[src/rtl/hexdump_uart_tx.sv]
module hexdump_uart_tx #(
  parameter int CLK_HZ    = 12_000_000,
  parameter int BAUD      = 9600,
  parameter int NUM_BYTES = 10,
  localparam int AW = (NUM_BYTES > 1) ? $clog2(NUM_BYTES) : 1
) (
  input  logic          clk,
  input  logic          rst_n,
  input  logic          start,
  input  logic          report_err,
  output logic [AW-1:0] rd_addr,
  input  logic [7:0]    rd_data,
  output logic          busy,
  output logic          ser_out
);

  localparam int DIV = CLK_HZ / BAUD;
  localparam int DW  = (DIV > 1) ? $clog2(DIV) : 1;

  typedef enum logic [2:0] {ST_IDLE, ST_CR, ST_LF, ST_QM, ST_HI, ST_LO, ST_SP} stage_t;

  stage_t        stage, nxt_stage;
  logic [7:0]    shreg, nxt_char;
  logic [3:0]    bitn;
  logic [DW-1:0] div;
  logic [AW-1:0] idx;
  logic          err_q;
  logic          last_byte, bit_end;

  function automatic logic [7:0] hexc(input logic [3:0] n);
    return (n < 4'd10) ? 8'h30 + {4'h0, n} : 8'h37 + {4'h0, n};
  endfunction

  assign last_byte = (idx == AW'(NUM_BYTES - 1));
  assign rd_addr   = (stage == ST_SP && !last_byte) ? idx + 1'b1 : idx;
  assign busy      = (stage != ST_IDLE);
  assign bit_end   = busy && (div == DW'(DIV - 1));
  assign ser_out   = busy && ((bitn == 4'd0) || (bitn <= 4'd8 && !shreg[0]));

  always_comb begin
    nxt_stage = ST_IDLE;
    nxt_char  = 8'h00;
    case (stage)
      ST_CR: begin nxt_stage = ST_LF; nxt_char = 8'h0A; end
      ST_LF: begin
        if (err_q) begin nxt_stage = ST_QM; nxt_char = 8'h3F; end
        else begin nxt_stage = ST_HI; nxt_char = hexc(rd_data[7:4]); end
      end
      ST_HI: begin nxt_stage = ST_LO; nxt_char = hexc(rd_data[3:0]); end
      ST_LO: begin nxt_stage = ST_SP; nxt_char = 8'h20; end
      ST_SP: begin
        if (!last_byte) begin nxt_stage = ST_HI; nxt_char = hexc(rd_data[7:4]); end
      end
      default: ;
    endcase
  end

  always_ff @(posedge clk) begin
    if (!rst_n) begin
      stage <= ST_IDLE;
      shreg <= 8'h00;
      bitn  <= 4'd0;
      div   <= '0;
      idx   <= '0;
      err_q <= 1'b0;
    end else if (stage == ST_IDLE) begin
      if (start) begin
        stage <= ST_CR;
        shreg <= 8'h0D;
        bitn  <= 4'd0;
        div   <= '0;
        idx   <= '0;
        err_q <= report_err;
      end
    end else if (bit_end) begin
      div <= '0;
      if (bitn == 4'd10) begin
        stage <= nxt_stage;
        shreg <= nxt_char;
        bitn  <= 4'd0;
        if (stage == ST_SP) idx <= idx + 1'b1;
      end else begin
        bitn <= bitn + 4'd1;
        if (bitn != 4'd0 && bitn < 4'd9) shreg <= shreg >> 1;
      end
    end else begin
      div <= div + 1'b1;
    end
  end

  assert_bit_hold_R1: assert property (@(posedge clk) disable iff (!rst_n)
    (busy && $past(busy) && div != '0) |-> $stable(ser_out));

  assert_end_after_stop_R8: assert property (@(posedge clk) disable iff (!rst_n)
    $fell(busy) |-> ($past(bitn) == 4'd10 && $past(div) == DW'(DIV - 1) && !ser_out));

  assert_busy_ignores_start_R9: assert property (@(posedge clk) disable iff (!rst_n)
    (busy && start && !(bit_end && bitn == 4'd10)) |=> ($stable(stage) && $stable(err_q)));

  assert_addr_range_R10: assert property (@(posedge clk) disable iff (!rst_n)
    busy |-> (rd_addr < AW'(NUM_BYTES)));

  assert_err_short_R7: assert property (@(posedge clk) disable iff (!rst_n)
    (stage == ST_HI || stage == ST_LO || stage == ST_SP) |-> !err_q);

endmodule

[config.mk]
export PLATFORM = sky130hd
export DESIGN_NAME = hexdump_uart_tx
export DESIGN_NICKNAME = d
export VERILOG_FILES = /design/src/rtl/hexdump_uart_tx.sv
export SDC_FILE = /design/constraint.sdc
export NUM_CORES = 1
export LEC_CHECK = 0
export CAP_MARGIN = 0
export CORE_ASPECT_RATIO = 0.8
export CORE_MARGIN = 2
export CORE_UTILIZATION = 45
export CTS_CLUSTER_SIZE = 30
export DETAILED_ROUTE_END_ITERATION = 7
export PLACE_DENSITY = 0.68
export SYNTH_ARGS = -nofsm -noshare
export SYNTH_HDL_FRONTEND = slang
export SYNTH_SLANG_ARGS = --single-unit
[constraint.sdc]
create_clock -name clk -period 1.75 [get_ports clk]
set_input_delay 0.4375 -clock clk [delete_from_list [all_inputs] [get_ports clk]]
set_output_delay 0.4375 -clock clk [all_outputs]
set_load 0.03 [all_outputs]
Word-level counts from Yosys, hierarchy flattened

Cells that the tools add are included.

Shift-type cells: 0
Muxes and demuxes: 29
Order comparisons: 4
Reductions and logical operators: 21
Bitwise gates (word level): 0
Multiply operators: 0
Divide/modulo/power cells: 0
$add $sub $neg: 7
Equality and inequality tests: 9

Operators with widths:

| cell                                                            | count |
|---|---|
| 8-bit 2-to-1 mux                                                | 5 |
| 4-bit 2-to-1 mux                                                | 9 |
| 7-bit one-hot mux with 5 select lines                           | 1 |
| 11-bit 2-to-1 mux                                               | 3 |
| 6-bit by 4-bit adder with 7-bit output, first input constant    | 4 |
| 7-bit 2-to-1 mux                                                | 4 |
| 3-bit 2-to-1 mux                                                | 6 |
| 3-bit one-hot mux with 5 select lines                           | 1 |
| 4-bit < comparator, second input constant                       | 3 |
| 11-bit by 1-bit adder with 11-bit output, second input constant | 1 |
| 11-bit == test, second input constant                           | 1 |
| 3-bit == test, second input constant                            | 3 |
| 4-bit by 1-bit adder with 4-bit output, second input constant   | 2 |
| 4-bit == test, second input constant                            | 2 |
| 3-bit AND reduction                                             | 2 |
| 2-bit nonzero test                                              | 3 |
| 3-bit nonzero test                                              | 2 |
| 1-bit logical AND                                               | 5 |
| 4-bit <= comparator, second input constant                      | 1 |
| 4-bit zero test                                                 | 1 |
| 2-bit AND reduction                                             | 2 |
| 4-bit AND reduction                                             | 1 |
| 4-bit nonzero test                                              | 1 |
| 3-bit by 1-bit == test with 1-bit output, second input constant | 1 |
| other kinds (5)                                                 | 6 |

Register bits: 31
Bits in latches: 0
Word-level logic and storage cells: 76
Memory bits (writable): 0
Input port bits: 12
ROM bits: 0
Memories: 0

Depth between registers and ports, before layout

Depth after elaboration: 7
Mapped depth: 8
Mapped depth without buffers: 7

Least setup slack after synthesis

Ideal clock, no wire load.

Path kind: register to output
Start: register idx[1]
End: output port rd_addr[2]
Data required time: 1.312 ns
Slack: -0.279 ns
Data arrival time: 1.591 ns
Stages on the path, launching flop included: 7
Path buffers: 0
Cell sequence: dfxtp_1 inv_1 ha_1 and3b_1 nor2_1 nand2_1 xnor2_1

Longest elaborated chain between the ends: 4
Elaborated cells on any way between the ends: 5
Classes of those cells: 1 x add/sub; 1 x eq/ne; 1 x mux; 2 x reduce/logical

Ends and longest elaborated chain:

| element                                                                                        | line | source |
|---|---|---|
| start, declared                                                                                | 26   | `logic [AW-1:0] idx;` |
| start signal, assigned                                                                         | 81   | `if (stage == ST_SP) idx <= idx + 1'b1;` |
| parallel branches: the longest is 3 deep, another holds 4-bit by 1-bit adder with 4-bit output | --   |  |
| 4-bit 2-to-1 mux *                                                                             | 35   | `assign rd_addr = (stage == ST_SP && !last_byte) ? idx + 1'b1 : idx;` |
| end, declared                                                                                  | 11   | `output logic [AW-1:0] rd_addr,` |

Every way passes the cells marked *.

Final worst setup path

Start: register idx[1]
End: output port rd_addr[0]

Longest elaborated chain between the ends: 4

Ends and longest elaborated chain:

| element           | line | source |
|---|---|---|
| 4-bit == test     | 34   | `assign last_byte = (idx == AW'(NUM_BYTES - 1));` |
| 1-bit zero test   | --   |  |
| 1-bit logical AND | 35   |  |
| 4-bit 2-to-1 mux  | 35   |  |

No other way between the ends.

==> key figures <==
Clock network
  – Maximum clock path buffer count: 2
  – CTS buffer count: 5
  – CTS clock-pin slew for the worst setup and hold paths: 60 ps
  – Root Buffer: clkbuf_8
  – Later-pin clock latency in the skew report: 280 ps
  – Cts hold-fix bufs: 0
  – H-tree levels: 2
  – Clock sinks: 30
  – CTS tree: yes

Placed design
  – Gpl congestion: 0.928
  – Place WS: -366 ps
  – I/O Buffers: 17
  – DP Wirelength: slightly above 4000 um

Logic synthesis
  – Mean area per synthesized cell: 7.94 um2
  – Post-Synthesis Cells: 260
  – Register area share after synthesis: 0.291
  – Distinct cells, synth: 66
  – Synth Net Count: around 280
  – Synth Flop Type: dfxtp_1
  – Number of synthesized flops with an enable pin: 0
  – Mapped cell area: around 2100 um2
  – Flops & latches, synth: 30
  – Asr flop ratio synth: 0
  – Synth Warn #: 0

Critical path
  – Worst EP required: 1310 ps
  – Setup crit start: idx[1]
  – RR Endpoint: shreg[1]
  – Worst Path Arrival: 1540 ps
  – R2R cell count: 9
  – Worst r2r src: idx[1]
  – Setup CP Type: reg -> out
  – Setup slack, reg-to-reg: -60 ps
  – CP endpoint: rd_addr[0]
  – Crit end category: primary output
  – Startpoint types: register
  – Crit path max fanout: 3

GRT
  – Global-route wire length before repair: 9520 um
  – Vias in the first global route: around 2100
  – Largest net degree at the start of global routing: 14
  – Grt ovf: 0
  – GR Util All Layers: 0.235
  – Antenna violations before repair: 0

Drt
  – Vias/cell: 5.66
  – Highest metal used: met4
  – Metal2 WL: 2620 um
  – Starting DRC count in detailed routing: 208
  – Via count: 2269
  – DR WL met3: 364 um
  – First-pass DRT Iterations: 5
  – Post-route ant nets: 0
  – Met1 Wirelength: 2800 um
  – WL final: 5870 um
  – DRC: 0
  – WL/cell: approximately 15 um

Timing
  – Final Setup Violations: 9
  – Slew @ Worst Pin: 317 ps
  – Final Max Tran Viols: 0
  – Final setup skew: 2.71 ps
  – WHS: 499 ps
  – Final Critical Period: 1980 ps
  – Period utilization: 1.13
  – RSZ-0062 raised after global routing: yes
  – Setup WS post-layout: -225 ps
  – Top achievable clock speed: 0.506 GHz
  – Rel. slew slack: 0.786
  – Endpoints failing hold: 0

Finish
  – Commonest non-fill, non-tap cell in the layout: buf_4
  – # nets final: around 360
  – Most frequent cells in the layout: buf_4 (63), nand2_1 (24), nand3_1 (22), dfxtp_1 (22), a21oi_1 (19)
  – N_diodes: 0
  – Final Util: 0.682
  – Layout area overhead: 48.2%
  – Share of layout cells above drive strength 1: 0.396

Floorplanning
  – Width of the die: approximately 80 um
  – Die area: 5150 um2
  – CORE AREA: 4490 um2
  – Initial Utilization: 0.460
  – Die Height: between 60 and 70 um
  – FP Rows: 22
  – I/O pin count: 18

Status
  – Failing checks: setup timing
  – Status: finished, violations left

Power and ir drop
  – P per Cell Area: 509 nW/um2
  – Tot Pwr: 1.56 mW
  – Worst IR Drop VDD: 0.491 mV
  – Leak Pwr: between 1 and 1.5 nW

Hold path
  – Worst hold path class: reg -> reg

Job
  – Max_cap viols: 0
==> report_power, final <==
| part | leakage, nW | total [mW] | internal, mW | switching [mW] |
|---|---|---|---|---|
| sequential | 0.247 | 0.710 | 0.698 | 0.0121 |
| combinational | 0.894 | 0.274 | 0.132 | 0.142 |
| clock | 0.0482 | 0.573 | 0.317 | 0.256 |
==> critical path, cell delays in order, from the launching register on <==
cell     delay (ps)
dfxtp_2         330
inv_2            40
ha_4            140
and3b_2         220
nor2_4          120
buf_6           130
xor2_2          130
buf_6           150
==> Yosys cell counts, drive strengths merged (2+ instances only) <==
cell     instances  area (um2)
dfxtp           30         601
nand2           26         105
a21oi           23         119
nand3           22         110
nor2            21        83.8
o21ai           14        70.1
a31oi           13        81.3
inv             11        41.3
buf              7        62.6
nor3             7        68.8
ha               6        75.1
o211ai           6        50.1
and3             5        32.5
clkbuf           5        18.8
or3              5        31.3
nand4            4        55.1
xnor2            4        35.0
nor2b            3        18.8
nor3b            3        22.5
o21a             3        22.5
o22ai            3        25.0
o31ai            3        22.5
or2              3        18.8
a2111oi          2        18.8
and4bb           2        28.8
nand2b           2        12.5
nand3b           2        15.0
or4              2        15.0
==> flip-flops by register name (all words and copies together) (netlist names) <==
register	count
err_q	1
bitn	4
div	11
stage	3
shreg	7
idx	4
==> per-stage QoR <==
step / instance area, um2 / TNS (ps) / instances
2_1_floorplan: 2120 / -54.8 / 260
3_3_place_gp: 2690 / -1440 / 381
3_5_place_dp: 2690 / -1740 / 381
4_1_cts: 2940 / -901 / 398
5_1_grt: 3060 / -1740 / 401
6_report: 3060 / -919 / 401
==> repair_timing <==
| action | 4_1_cts | 5_1_grt |
|---|---|---|
| resized for setup | 29 | 28 |
| setup endpoints to repair | 17 | 24 |
| pin swaps | 11 | 15 |
| buffers inserted | 9 | 3 |
==> area by class of cell <==
| class | instances | area [um2] |
|---|---|---|
| clock inverter | 1 | 5.00 |
| fill | 360 | 1430 |
| sequential | 30 | 611 |
| tap | 60 | 75.1 |
| clock buffer | 7 | 86.3 |
| timing repair buffer | 85 | 707 |
| multi-input combinational | 207 | 1530 |
| inverter | 11 | 41.3 |
==> how the worst min path moves through the flow <==
| stage | startpoint | end | slack [ps] | depth (start not counted) |
|---|---|---|---|---|
| floorplan | err_q | stage[2] | 440 | 1 |
| global placement | shreg[6] | shreg[6] | 470 | 2 |
| detailed placement | shreg[6] | shreg[5] | 480 | 2 |
| CTS | shreg[6] | shreg[5] | 500 | 2 |
| global route | shreg[4] | shreg[3] | 520 | 2 |
| finish | div[7] | div[7] | 500 | 1 |
==> cell families (layout without fill, tap and decap cells) <==
family | after synthesis | count (layout) | share of synthesized area
multiplexers | 2 | 2 | 0.0103
AO/OA/AOI/OAI | 80 | 80 | 0.253
flip-flops | 30 | 30 | 0.291
AND/OR/NAND/NOR | 114 | 114 | 0.329
XOR/XNOR | 5 | 5 | 0.0212
buffers and inverters | 23 | 104 | 0.0594
adder cells (fa/ha/maj) | 6 | 6 | 0.0364
==> metal layers <==
| metal | vias up | global-route usage |
|---|---|---|
| met5 | - | 0 |
| met4 | 0 | 0.0711 |
| met3 | 9 | 0.0571 |
| met2 | 81 | 0.358 |
| met1 | 1047 | 0.328 |
| li1 | 1132 | - |
Power figures use the tool's default switching activity.
